<file path="config.mk">
export PLATFORM = sky130hd
export DESIGN_NAME = frame_aligner
export DESIGN_NICKNAME = d
export VERILOG_FILES = /design/src/rtl/frame_aligner_pkg.sv /design/src/rtl/frame_aligner_dp.sv /design/src/rtl/frame_aligner_ctrl.sv /design/src/rtl/frame_aligner.sv
export SDC_FILE = /design/constraint.sdc
export NUM_CORES = 1
export LEC_CHECK = 0
export BUFFER_PORTS_ARGS = -buffer_cell sky130_fd_sc_hd__buf_4
export CAP_MARGIN = 30
export CORE_MARGIN = 3
export CORE_UTILIZATION = 55
export CTS_CLUSTER_DIAMETER = 50
export CTS_CLUSTER_SIZE = 12
export DETAILED_ROUTE_END_ITERATION = 7
export PLACE_DENSITY = 0.84
export SLEW_MARGIN = 20
export SYNTH_ARGS = -nofsm -noshare
export SYNTH_HDL_FRONTEND = slang
export SYNTH_SLANG_ARGS = --single-unit
export TNS_END_PERCENT = 5
</file>
<file path="constraint.sdc">
create_clock -name clk -period 11.3 [get_ports clk]
set_clock_uncertainty 0.15 [all_clocks]
set_input_delay 0 -clock clk [delete_from_list [all_inputs] [get_ports clk]]
set_output_delay 0 -clock clk [all_outputs]
set_load 0.01 [all_outputs]
</file>
<file path="src/rtl/frame_aligner_pkg.sv">
package frame_aligner_pkg;

  typedef enum logic {
    ST_HUNT = 1'b0,
    ST_LOCK = 1'b1
  } alignState_t;

  // control -> datapath
  typedef struct packed {
    logic hunt;    // compare at every bit and load alignment on a match
    logic locked;  // alignment valid, frame pulses allowed
  } ctrlStrobe_t;

  // datapath -> control
  typedef struct packed {
    logic hit;      // new bit taken and window matches the selected pattern
    logic checkPt;  // new bit taken and it is the expected last pattern bit
  } dpStatus_t;

  localparam logic [11:0] PAT_NARROW = 12'hF62;
  localparam logic [23:0] PAT_MID    = 24'hF6F628;
  localparam logic [47:0] PAT_WIDE   = 48'hF6F6F6282828;

  localparam int WIN_BITS = 48;

  function automatic logic [5:0] rateMult(input logic [1:0] sel);
    case (sel)
      2'b01:   rateMult = 6'd3;
      2'b10:   rateMult = 6'd12;
      default: rateMult = 6'd48;
    endcase
  endfunction

endpackage

</file>
<file path="src/rtl/frame_aligner_dp.sv">
module frame_aligner_dp
  import frame_aligner_pkg::*;
#(
  parameter int FRAME_UNIT = 810
) (
  input  logic        clk,
  input  logic        rstN,
  input  logic        bitEn,
  input  logic        serIn,
  input  logic [1:0]  rateSel,
  input  logic [1:0]  widthSel,
  input  ctrlStrobe_t ctrl,
  output dpStatus_t   status,
  output logic [7:0]  dataOut,
  output logic        byteValid,
  output logic        framePulse
);

  localparam int MAX_BITS = FRAME_UNIT * 48 * 8;
  localparam int PW = $clog2(MAX_BITS) + 1;

  logic [WIN_BITS-1:0] win, nextWin;
  logic                match;
  logic [PW-1:0]       unitW, nW, frameBits, endBit, pulseBit;
  logic [PW-1:0]       pos, posInc, posNew;
  logic                load;

  assign nextWin = {win[WIN_BITS-2:0], serIn};

  always_comb begin
    case (widthSel)
      2'b00:   match = (nextWin[11:0] == PAT_NARROW);
      2'b10:   match = (nextWin[23:0] == PAT_MID);
      2'b01:   match = (nextWin[47:0] == PAT_WIDE);
      default: match = 1'b0;
    endcase
  end

  assign unitW     = PW'(FRAME_UNIT);
  assign nW        = PW'(rateMult(rateSel));
  assign frameBits = (unitW * nW) << 3;
  assign pulseBit  = ((nW << 1) + PW'(1)) << 3;

  // bit count of the frame consumed once the last pattern bit is in
  always_comb begin
    case (widthSel)
      2'b00:   endBit = (nW << 3) + PW'(4);
      2'b10:   endBit = (nW + PW'(1)) << 3;
      default: endBit = (nW + PW'(3)) << 3;
    endcase
  end

  assign posInc = ((pos + PW'(1)) >= frameBits) ? '0 : pos + PW'(1);
  assign load   = ctrl.hunt && bitEn && match;
  assign posNew = load ? endBit : posInc;

  assign status.hit     = bitEn && match;
  assign status.checkPt = bitEn && (posInc == endBit);

  always_ff @(posedge clk) begin
    if (!rstN) begin
      win        <= '0;
      pos        <= '0;
      dataOut    <= '0;
      byteValid  <= 1'b0;
      framePulse <= 1'b0;
    end else if (bitEn) begin
      win        <= nextWin;
      pos        <= posNew;
      byteValid  <= (posNew[2:0] == 3'd0);
      framePulse <= (posNew == pulseBit) && ctrl.locked;
      if (posNew[2:0] == 3'd0) dataOut <= nextWin[7:0];
    end else begin
      byteValid  <= 1'b0;
      framePulse <= 1'b0;
    end
  end

endmodule

</file>
<file path="src/rtl/frame_aligner_ctrl.sv">
module frame_aligner_ctrl
  import frame_aligner_pkg::*;
#(
  parameter int LOSS_LIMIT = 4,
  parameter int GOOD_LIMIT = 2
) (
  input  logic        clk,
  input  logic        rstN,
  input  dpStatus_t   status,
  input  logic [1:0]  rateSel,
  input  logic [1:0]  widthSel,
  input  logic        manualMode,
  input  logic        searchReq,
  output ctrlStrobe_t ctrl,
  output logic        inFrame,
  output logic        sefFlag,
  output logic        rateBad
);

  localparam int MW = $clog2(LOSS_LIMIT + 1);
  localparam int GW = $clog2(GOOD_LIMIT + 1);

  alignState_t   state;
  logic [MW-1:0] missCnt;
  logic [GW-1:0] okCnt;
  logic          enable, hunt, acquire, checkEv, goodChk, badChk;
  logic          lossHit, sefAfterMiss;

  assign rateBad = (rateSel == 2'b11);
  assign enable  = !rateBad && (widthSel != 2'b11);
  assign hunt    = enable && (manualMode ? searchReq : (state == ST_HUNT));
  assign acquire = hunt && status.hit;
  assign checkEv = enable && !hunt && (state == ST_LOCK) && status.checkPt;
  assign goodChk = checkEv && status.hit;
  assign badChk  = checkEv && !status.hit;

  assign lossHit      = (int'(missCnt) + 1) >= LOSS_LIMIT;
  assign sefAfterMiss = sefFlag || lossHit;

  assign ctrl.hunt   = hunt;
  assign ctrl.locked = (state == ST_LOCK);
  assign inFrame     = (state == ST_LOCK);

  always_ff @(posedge clk) begin
    if (!rstN) begin
      state   <= ST_HUNT;
      sefFlag <= 1'b1;
      missCnt <= '0;
      okCnt   <= '0;
    end else if (acquire) begin
      state   <= ST_LOCK;
      missCnt <= '0;
      okCnt   <= '0;
    end else if (goodChk) begin
      missCnt <= '0;
      if ((int'(okCnt) + 1) >= GOOD_LIMIT) sefFlag <= 1'b0;
      else okCnt <= okCnt + 1'b1;
    end else if (badChk) begin
      okCnt <= '0;
      if (lossHit) sefFlag <= 1'b1;
      else missCnt <= missCnt + 1'b1;
      if (!manualMode && sefAfterMiss) state <= ST_HUNT;
    end
  end

endmodule

</file>
<file path="src/rtl/frame_aligner.sv">
module frame_aligner
  import frame_aligner_pkg::*;
#(
  parameter int FRAME_UNIT = 810,
  parameter int LOSS_LIMIT = 4,
  parameter int GOOD_LIMIT = 2
) (
  input  logic       clk,
  input  logic       rstN,
  input  logic       bitEn,
  input  logic       serIn,
  input  logic [1:0] rateSel,
  input  logic [1:0] widthSel,
  input  logic       manualMode,
  input  logic       searchReq,
  output logic [7:0] dataOut,
  output logic       byteValid,
  output logic       framePulse,
  output logic       inFrame,
  output logic       sefFlag,
  output logic       rateBad
);

  ctrlStrobe_t ctrl;
  dpStatus_t   status;

  frame_aligner_dp #(.FRAME_UNIT(FRAME_UNIT)) u_dp (
    .clk(clk), .rstN(rstN), .bitEn(bitEn), .serIn(serIn),
    .rateSel(rateSel), .widthSel(widthSel), .ctrl(ctrl), .status(status),
    .dataOut(dataOut), .byteValid(byteValid), .framePulse(framePulse)
  );

  frame_aligner_ctrl #(.LOSS_LIMIT(LOSS_LIMIT), .GOOD_LIMIT(GOOD_LIMIT)) u_ctrl (
    .clk(clk), .rstN(rstN), .status(status), .rateSel(rateSel),
    .widthSel(widthSel), .manualMode(manualMode), .searchReq(searchReq),
    .ctrl(ctrl), .inFrame(inFrame), .sefFlag(sefFlag), .rateBad(rateBad)
  );

endmodule

</file>
# == Word-level counts from Yosys, hierarchy flattened ==
# Cells that the tools add are included.
# word_totals
register_bits,84
in_bits,10
word_cells,90
# classes
n_addsub,9
n_mul,1
order_cmp,3
n_eq_ne,14
mux,17
bitwise,4
n_reduce_logical,33
# op_table
operator,count
$eq 48x48->1 const B,1
$eq 20x20->1,2
$mux 20,2
$pmux 20 s2,1
$ge 32x3->1 const B,1
$ge 32x4->1 const B,1
$eq 24x24->1 const B,1
$add 20x1->20 const B,1
$ge 20x20->1,1
$mul 9x6->15 const A,1
$logic_and 1x1->1,14
$eq 12x12->1 const B,1
$pmux 6 s2,1
$add 9x3->10 const B,1
$mux 1,9
$add 7x1->8 const B,1
$reduce_and 2->1,4
$reduce_bool 2->1,4
$add 6x1->7 const B,1
$add 6x2->7 const B,1
$eq 2x2->1 const B,3
$mux 2,3
$ne 2x2->1 const B,3
$add 3x1->4 const B,1
15 further kinds,22

# == Logic depth before layout (Yosys ltp) ==
# depth
depth_word,12
ltp_mapped,18
mapped_depth_nobuf,15

# == Modules after synthesis ==
# From an unflattened synthesis, not the netlist that was laid out.
# unflattened
hier_cells,561
area_unflattened_um2,4926.0
# modules_own_cells
module,instances,cells_each,area_per_inst_um2,seq_area_each_um2
frame_aligner_dp,1,504,4471.8,1541.5
frame_aligner_ctrl,1,57,454.2,140.1

# == Worst setup path after synthesis ==
# Ideal clock, no wire load.
# synth_path
path_kind,register -> register
startpoint,reg u_dp.pos[1]
endpoint,"reg u_ctrl.state, in the netlist u_ctrl.inFrame"
setup_time_ns,0.123
arrival_time_ns,3.644
t_required_ns,11.027
path_slack_ns,7.382
path_stages_with_launch,17
path_buffers,1
period_less_slack_ns,3.918
path_cell_list,dfxtp_1 > ha_1 > nand2_1 > nor4_1 > nand4_1 > xnor2_1 > ha_1 > nand4_1 > nor2_1 > o2bb2ai_1 > a31o_2 > clkbuf_1 > nand3_1 > a2111oi_4 > nand4b_2 > a2111oi_2 > nor2_1
# synth_via
elab_chain_cells,9
elab_cells_between_ends,11
classes_between,add/sub (1); order compare (1); eq/ne (2); mux (1); reduce/logical (6)
# synth_lines
element,line_no,rtl
start: declaration,frame_aligner_dp.sv:25,"logic [PW-1:0] pos, posInc, posNew;"
start signal: assignment,frame_aligner_dp.sv:69,pos <= posNew;
$add 20x1->20 *,frame_aligner_dp.sv:53,assign posInc = ((pos + PW'(1)) >= frameBits) ? '0 : pos + PW'(1);
$ge 20x20->1,frame_aligner_dp.sv:53,
$mux 20 *,frame_aligner_dp.sv:53,
$eq 20x20->1 *,frame_aligner_dp.sv:58,assign status.checkPt = bitEn && (posInc == endBit);
$logic_and 1x1->1 *,frame_aligner_dp.sv:58,
$logic_and 1x1->1 *,frame_aligner_ctrl.sv:33,assign checkEv = enable && !hunt && (state == ST_LOCK) && status.checkPt;
$logic_and 1x1->1 (on tied branches),"frame_aligner_ctrl.sv:34, frame_aligner_ctrl.sv:35",
$ne 2x1->1 (no line) or $reduce_bool 2->1 (tied branches),--,
$reduce_and 3->1 (no line) *,--,
end signal: assignment,frame_aligner_ctrl.sv:46,state <= ST_HUNT;
end signal: assignment,frame_aligner_ctrl.sv:51,state <= ST_LOCK;
end signal: assignment,frame_aligner_ctrl.sv:62,if (!manualMode && sefAfterMiss) state <= ST_HUNT;
end: declaration,frame_aligner_ctrl.sv:23,alignState_t state;
# Every way passes the cells marked *; elsewhere a longest branch is shown, timed or not.
# A chain may end at the register's enable or synchronous reset.

# == Final worst setup path ==
# layout_path
startpoint,reg u_dp.pos[0]
endpoint,"reg u_ctrl.state, in the netlist u_ctrl.inFrame"
# The elaborated chain is that of the path after synthesis.

==> impl_metrics.json <==
{
  "min-delay-path-class": "primary input to flip-flop",
  "grt_start_max_net_pins": 72,
  "clk_path_buf_depth": 2,
  "detail_route.iter0.violations": 390,
  "finalHoldViolCount": 0,
  "cts_tree": "built",
  "final_nets": 636,
  "synthesis.yosys.warnings": 0,
  "number_of_slew_limit_violations_in_the_final_report": 0,
  "peak_supply_drop_uv": 84.3,
  "drt_drc_violations_left": 0,
  "worstPathCellList": "ha_1 > nand2_1 > nor4_1 > nand2_1 > xnor2_1 > ha_1 > nand3_1 > o21ai_0 > o221ai_1 > and3_1 > nand3_1 > a2111oi_4 > nand4b_2 > a2111oi_2 > nor2_1 > dlygate4sd3_1",
  "flow.area_growth_from_synthesis_pct": 8.78,
  "clk_transition_reported_paths_ns": 0.09,
  "routed.top_layer": "met4",
  "syn_nets": 631,
  "fin_crit_sh": 0.460,
  "cts_post_setup_buffers_inserted": 0,
  "synthesis.instances": 597,
  "status": "completed",
  "met2_routed_wirelength_microns": 5820,
  "p_leak_nw": 2.26,
  "route.final.wire_length_microns": 12600,
  "cap_viol_max_count": 0,
  "max_stage_delay_ns": 0.66,
  "filler_cell_count": 747,
  "core_area_sq_um": 8810,
  "number_of_sinks_driven_by_the_clock_tree": 84,
  "synth_edf_count": 0,
  "gp_congestion": 0.949,
  "detailedPlacementHpwl_microns": 9030,
  "finalSetupTns_ns": 0,
  "part_of_the_yosys_area_used_for_sequential_elements": 0.334,
  "floorplan.die.height_microns": 102,
  "die_footprint_sq_um": 10300,
  "rsz_0062_raised_after_global_routing": "false",
  "grt_first_pass_wirelength_microns": 20800,
  "initial_core_util": 0.571,
  "layout_setup_ws_ns": 6.10,
  "die_width_microns": 102,
  "post-route-min-period_ns": 5.20,
  "critPathRequiredTime_ns": 11.40,
  "post_drt_via_cell_ratio": 6.36,
  "timing.max_slew.rel_slack": 0.384,
  "start_kind": "flip-flop",
  "routedWlPerCell_microns": 17.7,
  "count_of_buffers_inserted_at_the_top_level_ports": 22,
  "worst_setup_path_end_kind": "flip-flop",
  "track_usage": 0.249,
  "area_of_the_multi_input_gates_sq_um": 3140,
  "wl_met3_microns": 829,
  "htree_levels": 3,
  "antenna_cells_inserted": 0,
  "cts_made_buffers": 9,
  "criticalPathCategory": "flip-flop to flip-flop",
  "dp_slack_ns": 6.71,
  "asyncSetResetFlopFracSynth": 0,
  "path_max_fanout": 10,
  "clk_lat_worst_skew_ns": 0.36,
  "worst-slew-pin-transition_ns": 0.916,
  "mostFrequentLayoutCell": "nor2_1",
  "synth_ff_type": "dfxtp_1",
  "mappedNetlistArea_sq_um": 5030,
  "power.density_nw_per_um2": 103,
  "netlist-cell-type-count": 66,
  "worst_ep_arrival_time_ns": 5.31,
  "dr.pass1.iters": 6,
  "setup_violations": 0,
  "wirelength_met1_microns": 5750,
  "final-seq-area_sq_um": 1680,
  "vias": 4548,
  "boundaryPins": 23,
  "synth.avg_cell_area_sq_um": 8.43,
  "drt.antenna.violating_nets": 0,
  "cts_root_buffer": "clkbuf_8",
  "antenna_found_initial": 0,
  "maxClockFrequency_mhz": 192,
  "number_of_register_bits_inferred_by_synthesis": 84,
  "globalRoute.totalOverflow": 0,
  "floorplan.rows": 34,
  "cp_slowest_cell": "nor4_1",
  "first_global_vias": 4258,
  "layout.cells.most_common_list": "nor2_1, dfxtp_1, mux2i_1",
  "drive_gt1_frac": 0.100
}
[through the flow]
stage | util | hold slack [ns] | instance area [sq um] | std cells | total power, mW
6_report | 0.622 | 0.183 | 5470 | 715 | 0.563
5_1_grt | 0.622 | 0.196 | 5470 | 715 | 0.581
4_1_cts | 0.617 | 0.174 | 5440 | 713 | 0.562
3_5_place_dp | 0.592 | 0.109 | 5210 | 693 | 0.360
3_3_place_gp | 0.589 | 0.0866 | 5180 | 692 | 0.357
2_1_floorplan | - | -0.0342 | 5030 | 597 | 0.345
[logic make-up (layout without fill, tap and decap cells)]
kind of cell,after synthesis,count (layout),share of synthesized area
buffers and inverters,51,61,0.0420
adder cells (fa/ha/maj),24,24,0.0597
XOR/XNOR,19,19,0.0331
AND/OR/NAND/NOR,265,265,0.287
flip-flops,84,84,0.334
multiplexers,58,58,0.115
AO/OA/AOI/OAI,95,95,0.128
other,1,1,0.000745
[final timing paths]
path,to,from,cells past startpoint,slack [ns]
setup / recovery,u_ctrl.inFrame$_SDFFE_PN0P_,u_dp.pos[0]$_SDFFE_PN0P_,16,6.10
hold / removal,u_dp.framePulse$_SDFF_PN0_,rateSel[0],4,0.18
setup reg to reg,u_ctrl.inFrame$_SDFFE_PN0P_,u_dp.pos[0]$_SDFFE_PN0P_,16,6.10
hold reg to reg,u_ctrl.okCnt[1]$_SDFFE_PP0P_,u_ctrl.okCnt[1]$_SDFFE_PP0P_,2,0.34
[power breakdown]
part | total (mW) | switching [mW] | internal [mW]
Sequential | 0.301 | 0.00354 | 0.298
Clock | 0.207 | 0.123 | 0.0837
Combinational | 0.0547 | 0.0337 | 0.0210
[per-layer routing]
layer,vias to the layer above,global-route usage
li1,2193,-
met1,2140,0.342
met2,187,0.405
met3,28,0.0448
met4,0,0.0654
met5,-,0
[cells in the mapped netlist, types with 13 or more instances]
library cell,instances,area share
o21ai_0,19,0.019
nand4_1,13,0.016
mux2i_1,58,0.12
a21oi_1,23,0.023
nand3_1,23,0.023
dfxtp_1,84,0.33
clkbuf_1,21,0.016
nand2_1,41,0.031
ha_1,24,0.060
inv_1,13,0.0097
nor2_1,90,0.067
[sequential cells by signal (all words and copies together) (netlist names)]
register and cells:
u_dp.pos 20, u_ctrl.inFrame 1, u_ctrl.missCnt 3, u_ctrl.okCnt 2, u_dp.win 47, u_ctrl.sefFlag 1, u_dp.byteValid 1, u_dp.dataOut 8
u_dp.framePulse 1
[area by class of cell]
cell class / count / share of cell area
Multi-Input combinational cell: 462 / 0.573
Sequential cell: 84 / 0.307
Clock buffer: 9 / 0.0226
Clock inverter: 7 / 0.0110
Timing Repair Buffer: 30 / 0.0507
Tap cell: 108 / 0.0247
Inverter: 15 / 0.0103
[critical path: cells and delay by family, from the launching register on]
family                     cells  cell delay (ns)
and+or+nand+nor                8             1.97
AOI/OAI and AO/OA              4             1.00
adders and majority gates      2             0.63
buffers and inverters          1             0.55
DFF                            1             0.54
xor gates and xnor gates       1             0.24
[repair_timing]
item                                   CTS  global route
resized for setup                        0             0
hold buffers                             4             1
endpoints found under the hold margin    6            13
Note: power is estimated with default switching activity, not from simulation.
